## src/rtl/trap_guard_pkg.sv

```systemverilog
`timescale 1ns/1ps
package trap_guard_pkg;
  // Resolved one-cycle commands from the control to the datapath.
  typedef struct packed {
    logic enterTrap;
    logic exitTrap;
    logic raiseFlag;
    logic dropFlag;
    logic irqFire;
  } tg_strobe_t;
endpackage

```

## src/rtl/trap_guard_ctrl.sv

```systemverilog
`timescale 1ns/1ps
module trap_guard_ctrl
  import trap_guard_pkg::*;
#(
  parameter int NUM_PINS    = 16,
  parameter int SYNC_STAGES = 2,
  localparam int SEL_W      = $clog2(NUM_PINS)
) (
  input  logic                clk,
  input  logic                rstN,
  input  logic [NUM_PINS-1:0] trapPins,
  input  logic [SEL_W-1:0]    pinSel,
  input  logic                edgeFall,
  input  logic                trapIrqEn,
  input  logic                swTrapSet,
  input  logic                swTrapClr,
  input  logic                swFlagSet,
  input  logic                swFlagClr,
  output logic                trapLevel,
  output tg_strobe_t          strb
);
  localparam int ARM_CYCLES = SYNC_STAGES + 1;
  localparam int ARM_W      = $clog2(ARM_CYCLES + 1);

  logic                   pinMux;
  logic [SYNC_STAGES-1:0] syncQ;
  logic                   prevQ;
  logic [ARM_W-1:0]       armCnt;
  logic                   armed;
  logic                   levelNow;
  logic                   hwEdge;

  // Select first, then synchronize only one bit.
  assign pinMux = trapPins[pinSel];

  always_ff @(posedge clk or negedge rstN) begin
    if (!rstN) begin
      syncQ <= '0;
      prevQ <= 1'b0;
    end else begin
      syncQ <= {syncQ[SYNC_STAGES-2:0], pinMux};
      prevQ <= syncQ[SYNC_STAGES-1];
    end
  end

  // Edge detection stays off until the pipeline holds real pin samples.
  always_ff @(posedge clk or negedge rstN) begin
    if (!rstN) begin
      armCnt <= '0;
    end else if (!armed) begin
      armCnt <= armCnt + 1'b1;
    end
  end

  assign armed    = (armCnt == ARM_W'(ARM_CYCLES));
  assign levelNow = syncQ[SYNC_STAGES-1];
  assign hwEdge   = armed & (levelNow ^ prevQ) & (levelNow ^ edgeFall);

  // Priority resolution: set always beats clear.
  always_comb begin
    strb.enterTrap = hwEdge | swTrapSet;
    strb.exitTrap  = swTrapClr & ~strb.enterTrap;
    strb.raiseFlag = strb.enterTrap | swFlagSet;
    strb.dropFlag  = swFlagClr & ~strb.raiseFlag;
    strb.irqFire   = strb.raiseFlag & trapIrqEn;
  end

  assign trapLevel = levelNow;

  AST_EDGE_IS_CHANGE: assert property (@(posedge clk) disable iff (!rstN)
    hwEdge |-> (trapLevel != $past(trapLevel))) else $error("edge without change");

  AST_EDGE_DIRECTION: assert property (@(posedge clk) disable iff (!rstN)
    hwEdge |-> (trapLevel == ~edgeFall)) else $error("edge of wrong direction");
endmodule

```

## src/rtl/trap_guard_dp.sv

```systemverilog
`timescale 1ns/1ps
module trap_guard_dp
  import trap_guard_pkg::*;
#(
  parameter int NUM_CH = 9
) (
  input  logic              clk,
  input  logic              rstN,
  input  tg_strobe_t        strb,
  input  logic [NUM_CH-1:0] chTrapEn,
  input  logic [NUM_CH-1:0] chPassiveHigh,
  input  logic [NUM_CH-1:0] chRaw,
  output logic [NUM_CH-1:0] chOut,
  output logic              trapFlag,
  output logic              trapState,
  output logic              irq
);
  always_ff @(posedge clk or negedge rstN) begin
    if (!rstN) begin
      trapState <= 1'b0;
      trapFlag  <= 1'b0;
      irq       <= 1'b0;
    end else begin
      if (strb.enterTrap)     trapState <= 1'b1;
      else if (strb.exitTrap) trapState <= 1'b0;
      if (strb.raiseFlag)     trapFlag  <= 1'b1;
      else if (strb.dropFlag) trapFlag  <= 1'b0;
      irq <= strb.irqFire;
    end
  end

  for (genvar i = 0; i < NUM_CH; i++) begin : g_ch
    assign chOut[i] = (trapState & chTrapEn[i]) ? chPassiveHigh[i] : chRaw[i];
  end

  AST_ENTER_SETS_BOTH: assert property (@(posedge clk) disable iff (!rstN)
    strb.enterTrap |=> (trapState && trapFlag)) else $error("trap not taken");

  AST_FLAG_ONLY: assert property (@(posedge clk) disable iff (!rstN)
    (strb.raiseFlag && !strb.enterTrap && !trapState) |=> !trapState) else $error("flag set trapped");

  AST_CLEAR_LEAVES: assert property (@(posedge clk) disable iff (!rstN)
    strb.exitTrap |=> !trapState) else $error("trap not left");

  AST_IRQ_WITH_FLAG: assert property (@(posedge clk) disable iff (!rstN)
    irq |-> trapFlag) else $error("irq without flag");

  AST_IRQ_PULSE: assert property (@(posedge clk) disable iff (!rstN)
    irq |=> !irq || $past(strb.irqFire)) else $error("irq stuck");
endmodule

```

## src/rtl/trap_guard.sv

```systemverilog
`timescale 1ns/1ps
module trap_guard
  import trap_guard_pkg::*;
#(
  parameter int NUM_PINS    = 16,
  parameter int NUM_CH      = 9,
  parameter int SYNC_STAGES = 2,
  localparam int SEL_W      = $clog2(NUM_PINS)
) (
  input  logic                clk,
  input  logic                rstN,
  input  logic [NUM_PINS-1:0] trapPins,
  input  logic [SEL_W-1:0]    pinSel,
  input  logic                edgeFall,
  input  logic [NUM_CH-1:0]   chTrapEn,
  input  logic [NUM_CH-1:0]   chPassiveHigh,
  input  logic [NUM_CH-1:0]   chRaw,
  input  logic                trapIrqEn,
  input  logic                swTrapSet,
  input  logic                swTrapClr,
  input  logic                swFlagSet,
  input  logic                swFlagClr,
  output logic [NUM_CH-1:0]   chOut,
  output logic                trapFlag,
  output logic                trapState,
  output logic                trapLevel,
  output logic                irq
);
  tg_strobe_t strb;

  trap_guard_ctrl #(
    .NUM_PINS   (NUM_PINS),
    .SYNC_STAGES(SYNC_STAGES)
  ) u_ctrl (
    .clk      (clk),
    .rstN     (rstN),
    .trapPins (trapPins),
    .pinSel   (pinSel),
    .edgeFall (edgeFall),
    .trapIrqEn(trapIrqEn),
    .swTrapSet(swTrapSet),
    .swTrapClr(swTrapClr),
    .swFlagSet(swFlagSet),
    .swFlagClr(swFlagClr),
    .trapLevel(trapLevel),
    .strb     (strb)
  );

  trap_guard_dp #(
    .NUM_CH(NUM_CH)
  ) u_dp (
    .clk          (clk),
    .rstN         (rstN),
    .strb         (strb),
    .chTrapEn     (chTrapEn),
    .chPassiveHigh(chPassiveHigh),
    .chRaw        (chRaw),
    .chOut        (chOut),
    .trapFlag     (trapFlag),
    .trapState    (trapState),
    .irq          (irq)
  );
endmodule

```

## config.mk

```make
export PLATFORM = sky130hd
export DESIGN_NAME = trap_guard
export DESIGN_NICKNAME = d
export VERILOG_FILES = /design/src/rtl/trap_guard_pkg.sv /design/src/rtl/trap_guard_ctrl.sv /design/src/rtl/trap_guard_dp.sv /design/src/rtl/trap_guard.sv
export SDC_FILE = /design/constraint.sdc
export NUM_CORES = 1
export LEC_CHECK = 0
export BUFFER_PORTS_ARGS = -buffer_cell sky130_fd_sc_hd__clkbuf_2
export CAP_MARGIN = 20
export CORE_MARGIN = 10
export CORE_UTILIZATION = 36
export DETAILED_ROUTE_END_ITERATION = 8
export GPL_TIMING_DRIVEN = 0
export PLACE_DENSITY = 0.83
export SLEW_MARGIN = 20
export SYNTH_ARGS = -nofsm -noshare
export SYNTH_HDL_FRONTEND = slang
export SYNTH_HIERARCHICAL = 1
export SYNTH_SLANG_ARGS = --single-unit
```

## constraint.sdc

```tcl
create_clock -name clk -period 3 [get_ports clk]
set_input_delay 0.15 -clock clk [delete_from_list [all_inputs] [get_ports clk]]
set_output_delay 0.15 -clock clk [all_outputs]
set_load 0.005 [all_outputs]
```

Yosys cells after proc, flatten, opt, wreduce, memory -nomap -nowiden
Index checks and enable logic that the tools add are counted.
W data, S select, Z words.
Storage, ports and cells
  flip-flop bits (word level): 8
  input bits: 55
  word-level logic and storage cells: 46
Operators by class
  reductions and logical operators: 2
  $add $sub $neg: 1
  bitwise logic cells: 20
  $lt $le $gt $ge: 1
  muxes and demuxes: 15
  eq/ne operators: 1
Operator list (count)
  $and A1 B1 Y1: 14
  $mux W1: 14
  $lt A4 B5 Y1 const B: 1
  $bmux W1 S4: 1
  $reduce_bool A2 Y1: 2
  $add A2 B1 Y2 const B: 1
  $eq A2 B2 Y1 const B: 1
  $not A1 Y1: 2
  $or A1 B1 Y1: 2
  $xor A1 B1 Y1: 2

Depth between registers and ports, before layout
  depth after elaboration: 9
  depth in mapped cells: 5
  depth with buffers taken out: 5

Modules after synthesis
The synthesis kept the hierarchy.
By module, submodules not included
  trap_guard_ctrl: times used 1, cells each 26, area an instance 355.3 µm², sequential area each 125.1 µm²
  trap_guard_dp: times used 1, cells each 26, area an instance 279.0 µm², sequential area each 75.1 µm²

Worst setup path before layout
No wires, ideal clock.
  path kind: register to register
  from: register u_ctrl.syncQ[1]
  to: register u_dp.trapState
  period minus slack after synthesis: 1371 ps
  path slack: 1629 ps
  data arrival time: 1253 ps
  required time: 2881 ps
  stages on the path, launching flop included: 6
  cells stage by stage: dfrtp_1 > and3b_1 > o21ai_0 > and3_1 > inv_1 > a21o_2
RTL lines
  start: declaration: RTL line trap_guard_ctrl.sv:26  | logic [SYNC_STAGES-1:0] syncQ;
  start signal: assignment: RTL line trap_guard_ctrl.sv:41  | syncQ <= {syncQ[SYNC_STAGES-2:0], pinMux};
  end signal: assignment: RTL line trap_guard_dp.sv:20  | trapState <= 1'b0;
  end signal: assignment: RTL line trap_guard_dp.sv:24  | if (strb.enterTrap) trapState <= 1'b1;
  end signal: assignment: RTL line trap_guard_dp.sv:25  | else if (strb.exitTrap) trapState <= 1'b0;
  end: declaration: RTL line trap_guard_dp.sv:15  | output logic trapState,

==> flow_metrics.env <==
export IMPL_status="finished, final reports clean"
export IMPL_drc=0
export IMPL_numCtsBuffers=3
export IMPL_finalSetupViolations=0
export IMPL_num_antenna_cells=0
export IMPL_min_from="trapIrqEn"
export IMPL_cts_resized=0
export IMPL_syn_avg_cell_area_um2=12.2
export IMPL_crit_type="flop to flop"
export IMPL_start_util_pct=37.6
export IMPL_root_buffer="clkbuf_4"
export IMPL_fin_tns_setup_ns=0
export IMPL_grt_pass1_vias=772
export IMPL_rrSetupSlack_ns=1.46
export IMPL_routed_wl_um=2240
export IMPL_power_frac_clock_pct=26.0
export IMPL_clock_sinks=8
export IMPL_grt_setup_unrepaired="no"
export IMPL_hpwl_um=2060
export IMPL_yosys_warnings=6
export IMPL_portBuffers=67
export IMPL_coreArea_um2=1690
export IMPL_yosys_cell_types_count=19
export IMPL_r2r_start="u_ctrl/syncQ[1]"
export IMPL_ir_drop_uv=250
export IMPL_fp_dieW_um=62.0
export IMPL_finalCritPeriodShare_pct=51.2
export IMPL_relSlewSlack_pct=67.0
export IMPL_wl_per_cell_um=16.0
export IMPL_drv_slew=0
export IMPL_power_switching_mw=0.0866
export IMPL_min_path_type="input pin to flop"
export IMPL_ys_seq_area_share_pct=31.6
export IMPL_clk_latency_ns=0.26
export IMPL_skew_ns=0.00709
export IMPL_grt_overflow=0
export IMPL_htree_num_levels=1
export IMPL_antenna_found_initial=0
export IMPL_power_density_nw_per_um2=317
export IMPL_rows=15
export IMPL_drive_above_1_share_pct=66.7
export IMPL_viasPerCell=4.86
export IMPL_worst_slack_ns=1.46
export IMPL_clock_path_buffers=2
export IMPL_hold_depth=3
export IMPL_worst_pin_slew_ns=0.489
export IMPL_p_sw_share_pct=26.7
export IMPL_end_kind="flop"
export IMPL_first_pass_iters=3
export IMPL_layout_commonest_cell="clkbuf_2"
export IMPL_die_area_um2=3840
export IMPL_synth_nets=108
export IMPL_route_vias_total=680
export IMPL_finalHoldViolCount=0
export IMPL_synthCells=52
export IMPL_min_to="u_dp/irq"
export IMPL_nNetsFinal=181
export IMPL_place_ws_ns=1.46
export IMPL_worstPathArrival_ns=1.68
export IMPL_cp_required_ns=3.14
export IMPL_drv_cap=0
export IMPL_die_y_um=62.0
export IMPL_grt_total_usage_pct=11.2
export IMPL_reg2regPathDepth=5
export IMPL_critical_path_max_fanout=5
export IMPL_cts_setup_buffers=0
export IMPL_max_freq_mhz=650
export IMPL_synth_area_um2=634
export IMPL_path_clk_slew_ns=0.06
export IMPL_cts_tree="done"
export IMPL_area_delta_synth_final_pct=61.3
export IMPL_combPwrFrac_pct=36.7
export IMPL_ant_nets=0
export IMPL_initialDrtViolationCount=6
export IMPL_r2r_end="u_dp/trapState"
export IMPL_yosys_register_bits=8
export IMPL_critPathLaunchType="flop"
export IMPL_seq_power_share_pct=37.3
export IMPL_grt_pass1_wl_um=3210
export IMPL_gp_routability_congestion=0.687
export IMPL_ios=68
export IMPL_internal_power_mw=0.238
export IMPL_grt_max_degree=11
export IMPL_final_cell_mix="67 x clkbuf_2, 10 x nand2_1, 9 x mux2_4, 8 x dfrtp_1, 5 x inv_1"
export IMPL_fin_crit_ns=1.54
export IMPL_p_leak_nw=0.613
final cells by class:
type | count | area (um^2)
Timing Repair Buffer | 68 | 345
Buffer | 1 | 11.3
Multi-Input combinational cell | 38 | 404
Inverter | 5 | 18.8
Fill cell | 158 | 666
Tap cell | 17 | 21.3
Clock buffer | 3 | 22.5
Sequential cell | 8 | 200
through the flow:
| stage | power (mW) | std cells | area, um^2 | hold WS, ns | util (%) |
|---|---|---|---|---|---|
| global route | 0.347 | 140 | 1020 | 0.0877 | 60.6 |
| global placement | 0.238 | 136 | 991 | -0.00102 | 58.7 |
| detailed placement | 0.243 | 136 | 991 | 0.00910 | 58.7 |
| floorplan | 0.181 | 52 | 634 | -0.146 | - |
| finish | 0.324 | 140 | 1020 | 0.0824 | 60.6 |
| CTS | 0.331 | 140 | 1020 | 0.0744 | 60.6 |
state kept, by name, indices dropped and copies added, names as in the netlist:
| name | count |
|---|---|
| u_dp/irq | 1 |
| u_ctrl/prevQ | 1 |
| u_dp/trapState | 1 |
| u_ctrl/armCnt | 2 |
| u_ctrl/syncQ | 2 |
| u_dp/trapFlag | 1 |
power groups by stage:
stage / Clock [mW] / Sequential [mW] / Combinational (mW)
finish: 0.0842 / 0.121 / 0.119
global route: 0.0933 / 0.122 / 0.132
CTS: 0.0878 / 0.121 / 0.121
detailed placement: 0 / 0.123 / 0.120
global placement: 0 / 0.123 / 0.115
floorplan: 0 / 0.123 / 0.0578
worst max-delay path by stage:
stage | start | end | slack [ns] | depth (start not counted)
floorplan | u_ctrl/syncQ[1] | u_dp/trapState | 1.63 | 5
CTS | u_ctrl/syncQ[1] | u_dp/trapState | 1.44 | 5
finish | u_ctrl/syncQ[1] | u_dp/trapState | 1.46 | 5
global placement | u_ctrl/syncQ[1] | u_dp/trapState | 1.52 | 5
global route | u_ctrl/syncQ[1] | u_dp/trapState | 1.36 | 5
detailed placement | u_ctrl/syncQ[1] | u_dp/trapState | 1.46 | 5
cell usage after synthesis:
cell type,number,area [um^2]
inv_1,5,18.8
a31oi_1,1,6.26
a21o_2,1,8.76
o21ai_0,1,5.00
xnor2_1,1,8.76
and3b_1,1,8.76
mux2i_1,3,30.0
ha_1,1,12.5
mux2_2,1,11.3
and3_1,1,6.26
mux4_1,4,105
a21o_1,1,7.51
mux2_4,9,135
nor3b_1,1,7.51
and4_1,1,8.76
nand3_1,1,5.00
dfrtp_1,8,200
nand2_1,10,37.5
buf_6,1,11.3
logic make-up (layout without fill, tap and decap cells):
group	count (synthesis)	in the layout	share of synthesized area (%)
AOI/OAI and AO/OA	4	4	4.34
xor gates and xnor gates	1	1	1.38
adders and majority gates	1	1	1.97
buffers and inverters	6	77	4.73
DFF	8	8	31.6
muxes	17	17	44.4
and+or+nand+nor	15	15	11.6
what timing repair did:
| item | in CTS | in global routing |
|---|---|---|
| setup endpoints to repair | 0 | 0 |
| hold endpoints to repair | 8 | 0 |
| hold buffers | 1 | 0 |
metal layers:
| metal | global-route usage [%] | share of wire, % | vias up |
|---|---|---|---|
| met4 | 4.78 | 0.36 | 0 |
| li1 | - | - | 333 |
| met5 | 0 | 0 | - |
| met1 | 8.93 | 31 | 302 |
| met2 | 21.1 | 52 | 43 |
| met3 | 6.91 | 16 | 2 |
critical path: stages (launching register included):
cell and delay [ns]:
dfrtp_1 0.37, and3b_1 0.18, o21ai_0 0.41, and3_1 0.22
inv_1 0.04, a21o_2 0.20
Power figures use the tool's default switching activity.
